## config.mk

```make
export PLATFORM = sky130hd
export DESIGN_NAME = mgmt_reset_seq
export DESIGN_NICKNAME = d
export VERILOG_FILES = /design/src/rtl/rstseq_pkg.sv /design/src/rtl/rstseq_sync.sv /design/src/rtl/rstseq_glitch_filter.sv /design/src/rtl/rstseq_timer.sv /design/src/rtl/rstseq_decode.sv /design/src/rtl/mgmt_reset_seq.sv
export SDC_FILE = /design/constraint.sdc
export NUM_CORES = 1
export LEC_CHECK = 0
export BUFFER_PORTS_ARGS = -buffer_cell sky130_fd_sc_hd__buf_2
export CORE_UTILIZATION = 43
export CTS_CLUSTER_SIZE = 14
export DETAILED_ROUTE_END_ITERATION = 8
export HOLD_SLACK_MARGIN = 0.03
export PLACE_DENSITY = 0.67
export SYNTH_ARGS = -nofsm -noshare
export SYNTH_HDL_FRONTEND = slang
export SYNTH_SLANG_ARGS = --single-unit
```

## constraint.sdc

```tcl
create_clock -name clk -period 4.15 [get_ports clk]
set_input_delay 0.2075 -clock clk [delete_from_list [all_inputs] [get_ports clk]]
set_output_delay 0.2075 -clock clk [all_outputs]
set_load 0.05 [all_outputs]
```

## src/rtl/rstseq_pkg.sv

```systemverilog
package rstseq_pkg;

   localparam int unsigned GRP_N   = 3;
   localparam int unsigned SCOPE_N = 3;

   localparam int unsigned SC_STD  = 0;
   localparam int unsigned SC_GLB  = 1;
   localparam int unsigned SC_DIAG = 2;

   localparam logic [GRP_N-1:0] GRP_ALL = '1;

   // Groups cleared by each software scope.
   function automatic logic [GRP_N-1:0] scope_groups(input int unsigned sc);
      case (sc)
         SC_STD:  return 3'b001;
         SC_GLB:  return 3'b011;
         SC_DIAG: return 3'b100;
         default: return '0;
      endcase
   endfunction

endpackage

```

## src/rtl/rstseq_sync.sv

```systemverilog
module rstseq_sync #(
   parameter int unsigned STAGES = 2
) (
   input  logic clk,
   input  logic por_n,
   input  logic din,
   output logic dout
);
   logic [STAGES-1:0] chain;

   generate
      if (STAGES < 2) begin : g_bad
         $error("rstseq_sync: STAGES must be at least 2");
      end
      for (genvar i = 0; i < STAGES; i++) begin : g_st
         always_ff @(posedge clk or negedge por_n) begin
            if (!por_n) chain[i] <= 1'b1;
            else if (i == 0) chain[i] <= din;
            else chain[i] <= chain[(i == 0) ? 0 : i-1];
         end
      end
   endgenerate

   assign dout = chain[STAGES-1];
endmodule

```

## src/rtl/rstseq_glitch_filter.sv

```systemverilog
module rstseq_glitch_filter #(
   parameter int unsigned MIN_CYC = 25
) (
   input  logic clk,
   input  logic por_n,
   input  logic pin_s,
   output logic qual,
   output logic fire
);
   localparam int unsigned CW = $clog2(MIN_CYC + 1);
   localparam logic [CW-1:0] TOP = CW'(MIN_CYC);

   logic [CW-1:0] low_cnt;

   generate
      if (MIN_CYC < 1) begin : g_bad
         $error("rstseq_glitch_filter: MIN_CYC must be at least 1");
      end
   endgenerate

   always_ff @(posedge clk or negedge por_n) begin
      if (!por_n)             low_cnt <= '0;
      else if (pin_s)         low_cnt <= '0;
      else if (low_cnt != TOP) low_cnt <= low_cnt + 1'b1;
   end

   assign qual = (low_cnt == TOP);
   assign fire = qual & pin_s;
endmodule

```

## src/rtl/rstseq_timer.sv

```systemverilog
module rstseq_timer #(
   parameter int unsigned LEN = 33
) (
   input  logic clk,
   input  logic por_n,
   input  logic load,
   input  logic flush,
   output logic running
);
   localparam int unsigned CW = $clog2(LEN + 1);
   localparam logic [CW-1:0] START = CW'(LEN);

   logic [CW-1:0] cnt;

   generate
      if (LEN < 1) begin : g_bad
         $error("rstseq_timer: LEN must be at least 1");
      end
   endgenerate

   always_ff @(posedge clk or negedge por_n) begin
      if (!por_n)          cnt <= '0;
      else if (load)       cnt <= START;
      else if (flush)      cnt <= '0;
      else if (cnt != '0)  cnt <= cnt - 1'b1;
   end

   assign running = (cnt != '0);
endmodule

```

## src/rtl/rstseq_decode.sv

```systemverilog
module rstseq_decode #(
   parameter int unsigned ADDR_W = 16,
   parameter int unsigned DATA_W = 16,
   parameter logic [ADDR_W-1:0] MATCH_ADDR = '0,
   parameter int unsigned BIT_POS = 15
) (
   input  logic              wr_en,
   input  logic [ADDR_W-1:0] wr_addr,
   input  logic [DATA_W-1:0] wr_data,
   output logic              hit
);
   generate
      if (BIT_POS >= DATA_W) begin : g_bad
         $error("rstseq_decode: BIT_POS outside the data word");
      end
   endgenerate

   assign hit = wr_en && (wr_addr == MATCH_ADDR) && wr_data[BIT_POS];
endmodule

```

## src/rtl/mgmt_reset_seq.sv

```systemverilog
module mgmt_reset_seq
   import rstseq_pkg::*;
#(
   parameter int unsigned ADDR_W      = 16,
   parameter int unsigned DATA_W      = 16,
   parameter int unsigned CFG_W       = 8,
   parameter int unsigned SYNC_STAGES = 2,
   parameter int unsigned PIN_MIN_CYC = 25,
   parameter int unsigned DONE_CYC    = 33,
   parameter int unsigned HOLD_CYC    = 75,
   parameter logic [ADDR_W-1:0] STD_ADDR  = 'h0000,
   parameter logic [ADDR_W-1:0] GLB_ADDR  = 'h001F,
   parameter logic [ADDR_W-1:0] DIAG_ADDR = 'h0D01,
   parameter int unsigned STD_BIT  = 15,
   parameter int unsigned GLB_BIT  = 15,
   parameter int unsigned DIAG_BIT = 14
) (
   input  logic              clk,
   input  logic              por_n,
   input  logic              hw_rst_n,
   input  logic              wr_en,
   input  logic [ADDR_W-1:0] wr_addr,
   input  logic [DATA_W-1:0] wr_data,
   input  logic [CFG_W-1:0]  strap_i,
   output logic [2:0]        grp_clr_o,
   output logic [CFG_W-1:0]  cfg_o,
   output logic [2:0]        ctl_bits_o,
   output logic              busy_o
);
   localparam logic [ADDR_W-1:0] SC_ADDR [SCOPE_N] = '{STD_ADDR, GLB_ADDR, DIAG_ADDR};
   localparam int unsigned       SC_BIT  [SCOPE_N] = '{STD_BIT, GLB_BIT, DIAG_BIT};

   generate
      if (DONE_CYC > HOLD_CYC) begin : g_bad_len
         $error("mgmt_reset_seq: DONE_CYC must not exceed HOLD_CYC");
      end
      if (STD_ADDR == GLB_ADDR || STD_ADDR == DIAG_ADDR || GLB_ADDR == DIAG_ADDR) begin : g_bad_addr
         $error("mgmt_reset_seq: scope addresses must be distinct");
      end
      if (GRP_N != 3) begin : g_bad_grp
         $error("mgmt_reset_seq: port widths assume three groups");
      end
   endgenerate

   // Pin path: synchroniser then low-level qualification.
   logic pin_s, hw_qual, hw_fire;

   rstseq_sync #(.STAGES(SYNC_STAGES)) u_sync (
      .clk(clk), .por_n(por_n), .din(hw_rst_n), .dout(pin_s)
   );

   rstseq_glitch_filter #(.MIN_CYC(PIN_MIN_CYC)) u_filt (
      .clk(clk), .por_n(por_n), .pin_s(pin_s), .qual(hw_qual), .fire(hw_fire)
   );

   // Software scope decode, one matcher per scope.
   logic [SCOPE_N-1:0] hit;

   generate
      for (genvar s = 0; s < SCOPE_N; s++) begin : g_scope
         rstseq_decode #(
            .ADDR_W(ADDR_W), .DATA_W(DATA_W),
            .MATCH_ADDR(SC_ADDR[s]), .BIT_POS(SC_BIT[s])
         ) u_dec (
            .wr_en(wr_en), .wr_addr(wr_addr), .wr_data(wr_data), .hit(hit[s])
         );
      end
   endgenerate

   // Sequencing state.
   logic               init_pend;
   logic               hold_run, done_run;
   logic [SCOPE_N-1:0] scope_q;
   logic [GRP_N-1:0]   clr_q;
   logic [CFG_W-1:0]   cfg_q;

   logic             hw_event, sw_accept;
   logic [GRP_N-1:0] sw_groups;

   assign busy_o    = init_pend | hw_qual | hold_run;
   assign hw_event  = init_pend | hw_fire;
   assign sw_accept = (|hit) & ~busy_o;

   always_comb begin
      sw_groups = '0;
      for (int unsigned s = 0; s < SCOPE_N; s++) begin
         if (hit[s]) sw_groups = sw_groups | scope_groups(s);
      end
   end

   rstseq_timer #(.LEN(HOLD_CYC)) u_hold (
      .clk(clk), .por_n(por_n),
      .load(hw_event | sw_accept),
      .flush(hw_qual),
      .running(hold_run)
   );

   rstseq_timer #(.LEN(DONE_CYC)) u_done (
      .clk(clk), .por_n(por_n),
      .load(sw_accept & ~hw_event),
      .flush(hw_event | hw_qual),
      .running(done_run)
   );

   always_ff @(posedge clk or negedge por_n) begin
      if (!por_n) begin
         init_pend <= 1'b1;
         clr_q     <= '0;
         cfg_q     <= '0;
         scope_q   <= '0;
      end else begin
         init_pend <= 1'b0;
         if (hw_event) begin
            clr_q <= GRP_ALL;
            cfg_q <= strap_i;
         end else if (sw_accept) begin
            clr_q   <= sw_groups;
            scope_q <= hit;
         end else begin
            clr_q <= '0;
         end
      end
   end

   assign grp_clr_o  = clr_q;
   assign cfg_o      = cfg_q;
   assign ctl_bits_o = scope_q & {SCOPE_N{done_run}};
endmodule

```

Word-level counts from Yosys, hierarchy flattened
Index checks and enable logic that the tools add are counted.
Widths: inputs -> output; s select.
{"block": "classes", "addsub": 3, "muxes": 15, "eq_ne": 4, "bitwise_logic": 13, "n_reduce_logical": 14}
{"cell": "$mux 7", "count": 3}
{"cell": "$mux 3", "count": 6}
{"cell": "$mux 6", "count": 3}
{"cell": "$eq 16x12->1 const B", "count": 1}
{"cell": "$eq 16x5->1 const B", "count": 1}
{"cell": "$logic_not 16->1", "count": 1}
{"cell": "$mux 5", "count": 2}
{"cell": "$reduce_bool 7->1", "count": 1}
{"cell": "$sub 7x1->7 const B", "count": 1}
{"cell": "$logic_and 1x1->1", "count": 6}
{"cell": "$reduce_bool 3->1", "count": 2}
{"cell": "$reduce_bool 6->1", "count": 1}
{"cell": "$sub 6x1->6 const B", "count": 1}
{"cell": "$add 5x1->5 const B", "count": 1}
{"cell": "$eq 5x5->1 const B", "count": 1}
{"cell": "$ne 5x5->1 const B", "count": 1}
{"cell": "$or 1x1->1", "count": 5}
{"cell": "$and 1x1->1", "count": 3}
{"cell": "$and 3x3->3", "count": 1}
{"cell": "$or 1x3->3", "count": 1}
{"cell": "$or 3x3->3", "count": 1}
{"cell": "$reduce_or 3->1", "count": 1}
{"cell": "$not 1->1", "count": 2}
{"cell": "$reduce_and 2->1", "count": 1}
{"cell": "other kinds (2)", "count": 2}
{"block": "totals", "wordCells": 58, "output_inout_bits": 15, "register_bits": 35, "input_bits": 44}

Longest topological paths before layout
{"block": "logic_depth", "word_depth": 10, "depth_mapped": 8, "mapped_depth_nobuf": 6}

Modules after synthesis
A second synthesis with hierarchy kept.
{"block": "hier_totals", "hier_cells": 177, "area_unflattened_um2": 1919.3}
{"module": "mgmt_reset_seq", "seq_area_each_um2": 376.6, "area_per_inst_um2": 610.6, "cells_per_inst": 45, "n_inst": 1}
{"module": "rstseq_timer at u_hold", "seq_area_each_um2": 175.2, "area_per_inst_um2": 404.1, "cells_per_inst": 41, "n_inst": 1}
{"module": "rstseq_timer at u_done", "seq_area_each_um2": 150.1, "area_per_inst_um2": 369.1, "cells_per_inst": 39, "n_inst": 1}
{"module": "rstseq_glitch_filter", "seq_area_each_um2": 125.1, "area_per_inst_um2": 316.6, "cells_per_inst": 29, "n_inst": 1}
{"module": "rstseq_decode at g_scope[2].u_dec", "seq_area_each_um2": 0.0, "area_per_inst_um2": 65.1, "cells_per_inst": 7, "n_inst": 1}
{"module": "rstseq_decode at g_scope[1].u_dec", "seq_area_each_um2": 0.0, "area_per_inst_um2": 57.6, "cells_per_inst": 7, "n_inst": 1}
{"module": "rstseq_sync", "seq_area_each_um2": 52.6, "area_per_inst_um2": 52.6, "cells_per_inst": 2, "n_inst": 1}
{"module": "rstseq_decode at g_scope[0].u_dec", "seq_area_each_um2": 0.0, "area_per_inst_um2": 43.8, "cells_per_inst": 7, "n_inst": 1}

Worst setup path after synthesis
No wires, ideal clock.
{"block": "synth_timing", "path_kind": "register to register", "startpoint": "register u_filt.low_cnt[0]", "endpoint": "register u_hold.cnt[1]", "path_stages_with_launch": 7, "period_less_slack_ns": 1.999, "n_path_buf": 1, "required_time_ns": 4.061, "arrival_time_ns": 1.910, "slack_ns": 2.151, "setup_time_ns": 0.089, "cell_sequence": "dfrtp_1 -> ha_1 -> and4b_2 -> clkbuf_2 -> nor4_4 -> inv_1 -> o211ai_1"}
{"block": "synth_via", "elab_chain_len": 7, "elab_cells_between_ends": 11, "classes_between": "eq/ne (1); mux (2); bitwise (7); reduce/logical (1)"}
{"element": "start: declaration", "line_no": "rstseq_glitch_filter.sv:13", "source": "logic [CW-1:0] low_cnt;"}
{"element": "start signal: assignment", "line_no": "rstseq_glitch_filter.sv:24", "source": "else if (low_cnt != TOP) low_cnt <= low_cnt + 1'b1;"}
{"element": "$eq 5x5->1 *", "line_no": "rstseq_glitch_filter.sv:27", "source": "assign qual = (low_cnt == TOP);"}
{"element": "$or 1x1->1 * (2 in series)", "line_no": "mgmt_reset_seq.sv:80", "source": "assign busy_o = init_pend | hw_qual | hold_run;"}
{"element": "named net busy_o", "line_no": "mgmt_reset_seq.sv:28", "source": "output logic busy_o"}
{"element": "$not 1->1 *", "line_no": "mgmt_reset_seq.sv:82", "source": "assign sw_accept = (|hit) & ~busy_o;"}
{"element": "$and 1x1->1 *", "line_no": "mgmt_reset_seq.sv:82"}
{"element": "$or 1x1->1 *", "line_no": "mgmt_reset_seq.sv:93", "source": ".load(hw_event | sw_accept),"}
{"element": "$reduce_bool 3->1 (no source line) or $mux 7 (tied branches)"}
{"element": "end signal: assignment", "line_no": "rstseq_timer.sv:25", "source": "else if (cnt != '0) cnt <= cnt - 1'b1;"}
{"element": "end: declaration", "line_no": "rstseq_timer.sv:13", "source": "logic [CW-1:0] cnt;"}
The timed path passes the listed nets; every way through them passes the cells marked *.
A chain may end at the register's enable or synchronous reset.

Final worst setup path
{"block": "layout_timing", "startpoint": "register u_hold.cnt[2]", "endpoint": "output port busy_o"}
{"block": "layout_via", "elab_chain_len": 2}
{"element": "$reduce_bool 7->1", "line_no": "rstseq_timer.sv:28", "source": "assign running = (cnt != '0);"}
{"element": "$or 1x1->1", "line_no": "mgmt_reset_seq.sv:80"}
{"element": "end: declaration", "line_no": "mgmt_reset_seq.sv:28"}
No other way between the ends.

==> out/qor.txt <==
status: finished, final reports clean
RR Startpoint: u_filt.low_cnt[0]$_DFFE_PN0P_
cell-internal power: 0.636 mW
Worst Tran Pin Value: 0.807 ns
Max clock buf depth: 2
first-pass GRT wire length: 6290 um
Slew HR: 46.2%
initial antenna violation count: 0
largest net degree at the start of global routing: 36
leakage: 1.03 nW
CP arrival: 2.15 ns
Synth Instances: 170
final wirelength: 3660 um
die area: 4560 um2
number of diodes: 0
Mapped Nets: 220
slowest stage cell on the critical path: or4_4
Setup Skew: 0.00347 ns
Netlist cell types: 51
Clock Tree Root: clkbuf_8
routed length on met3: 178 um
dpl hpwl: 2690 um
total power: 0.987 mW
Achievable Freq: 0.424 GHz
Initial DRC Count: 77
Nets: 271
Ports: 59
proportion of layout cells with a drive suffix above 1: 35.6%
Post-synth ARST share: 100%
Layout area overhead: 20.8%
beginning of the worst hold path: strap_i[5]
Area contributors post-synth: dfrtp_1, mux2_2, dfstp_2
Seq/Total Area, Yosys: 47.7%
CTS Buf Count: 5
Setup violations, final: 0
CP startpoint: u_hold.cnt[2]$_DFFE_PN0P_
Rows: 23
Routed Antenna Nets: 0
Max Used Layer: met4
GRT Resource Usage Total: 18.7%
Cell Area, Synth: 1850 um2
Crit. End Element: output pin
sequential power share: 42.7%
P_sw: 0.351 mW
max cap viols: 0
PwrDens: 443 nW/um2
placeable core area: 4060 um2
CTS Sinks: 35
crit path kind: reg -> out
synthesized flop and latch total: 35
drt first pass iters: 4
top_reg_cell synth: dfrtp_1
number of synthesized flops with an enable pin: 0
Sum Neg Setup Slack: 0 ns
worst min path class: in -> reg
Congestion Overflow GR: 0
fin crit share: 56.8%
final design utilization: 54.9%
vias in the first global route: 1404
Fin. Hold Viols: 0
Die X: 67.5 um
Slew Limit Fails: 0
worst-skew pair later-pin latency: 0.28 ns
Initial Util: 45.5%
worst path cell trace: or4_4 > nor4_4 > inv_1 > buf_2
YS warnings: 0
combinational fraction of design power: 31.9%
RSZ-0062 raised after global routing: no
switch share: 35.6%
IO Port Bufs: 44
cts repair resizes: 0
CTS H-tree lvls: 2
post-layout min period: 2.36 ns
CP required: 3.94 ns
vias per cell: 5.44
die height: 67.5 um
# DRC: 0
top cell type's share of synthesized area: 43.4%
CTS clock-pin slew for the worst setup and hold paths: 0.07 ns
CP Launch Type: register
WL met2: 1670 um
Routed WL per cell: 13.4 um
via count: 1480
Syn Area/Cell: 10.9 um2
Clock power frac: 25.3%
CP max stage delay: 0.58 ns
worst vdd ir: 0.324 mV
top cell type by total area after synthesis: dfrtp_1
CTS tree: built
RePlAce Congestion: 0.759
M1 WL: 1730 um
crit path max fanout: 7
==> cells by family (layout without fill, tap and decap cells) <==
group,count (synthesis),after routing,share of synthesized area (%)
other,1,1,0.203
and+or+nand+nor,69,69,24.1
adders and majority gates,6,6,4.07
buffers and inverters,9,61,1.97
DFF,35,35,47.7
muxes,8,8,4.88
xor gates and xnor gates,9,9,4.27
AOI/OAI and AO/OA,33,33,12.8
==> worst max-delay path, delay by kind of cell, from the launching register on <==
kind	cells	cell delay, ns
flip-flops	1	0.44
buffers and inverters	2	0.43
AND/OR/NAND/NOR	2	0.99
==> what timing repair did <==
item,in CTS,in global routing
hold buffers,2,0
hold endpoints to repair,33,0
buffers inserted,0,0
setup endpoints to repair,0,0
==> registers in the layout, indices dropped and copies added, names as in the netlist <==
register,flops
u_sync.chain,1
u_hold.cnt,7
scope_q,3
u_sync.dout,1
u_filt.low_cnt,5
u_done.cnt,6
cfg_o,8
init_pend,1
grp_clr_o,3
==> cell usage after synthesis (2+ instances only) <==
cell type	instances
nor4_4	3
dfrtp_1	32
nor3_1	5
o21ai_0	7
and3_2	2
xnor2_1	5
and2_1	2
dfstp_2	3
nor4_1	5
a211oi_1	2
and3_1	3
a21oi_1	6
o211ai_1	5
or4_1	2
nand3_1	8
inv_1	7
xor2_1	4
ha_1	6
or4b_4	2
mux2_2	8
nor2_1	13
nand2_1	11
==> power by group through the flow <==
| stage | clock, mW | sequential [mW] | combinational [mW] |
|---|---|---|---|
| after floorplan | 0 | 0.453 | 0.207 |
| after global placement | 0 | 0.426 | 0.307 |
| after detailed placement | 0 | 0.427 | 0.313 |
| after CTS | 0.259 | 0.421 | 0.317 |
| after global routing | 0.274 | 0.427 | 0.356 |
| final | 0.250 | 0.422 | 0.315 |
==> per-layer routing <==
layer / track usage, % / vias up
li1: - / 735
met1: 25.1 / 694
met2: 28.3 / 44
met3: 4.73 / 7
met4: 7.98 / 0
met5: 0 / -
==> layout by cell type, fill, tap and decap left out, types with 2 or more instances in the layout <==
cell	n
dfstp_2	3
buf_2	44
nor4_4	3
ha_1	6
o211ai_1	5
dlygate4sd3_1	2
dfrtp_1	32
nor2_1	13
and3_2	2
nand2_1	11
or4_1	2
xor2_1	4
xnor2_1	5
nor3_1	5
nor4_1	5
mux2_2	8
o21ai_0	7
a21oi_1	6
or4b_4	2
nand3_1	8
and2_1	2
inv_1	7
and3_1	3
clkbuf_8	6
a211oi_1	2
==> metrics by stage <==
stage | hold slack [ns] | instances | instance area, um2 | setup WS [ns]
2_1_floorplan | -0.0881 | 170 | 1850 | 2.15
3_3_place_gp | 0.312 | 262 | 2120 | 2.03
3_5_place_dp | 0.314 | 262 | 2120 | 2.02
4_1_cts | 0.145 | 272 | 2230 | 1.79
5_1_grt | 0.148 | 272 | 2230 | 1.67
6_report | 0.154 | 272 | 2230 | 1.79
==> path summary, 6_finish.rpt <==
check,cells after the start,slack (ns),endpoint
max reg2reg,4,2.01,cfg_o[2]$_DFFE_PN0P_
max,4,1.79,busy_o
min,2,0.15,cfg_o[5]$_DFFE_PN0P_
max in group asynchronous,2,3.11,cfg_o[1]$_DFFE_PN0P_
min reg2reg,0,0.36,u_sync.dout$_DFF_PN1_
min in group asynchronous,2,0.54,u_filt.low_cnt[4]$_DFFE_PN0P_
==> cell type report <==
class,instances,area [um2]
Tap cell,50,62.6
Fill cell,360,1830
Timing Repair Buffer,46,240
Clock buffer,7,86.3
Inverter,7,26.3
Clock inverter,1,5.00
Sequential cell,35,880
Multi-Input combinational cell,126,930
Note: power is estimated with default switching activity, not from simulation.
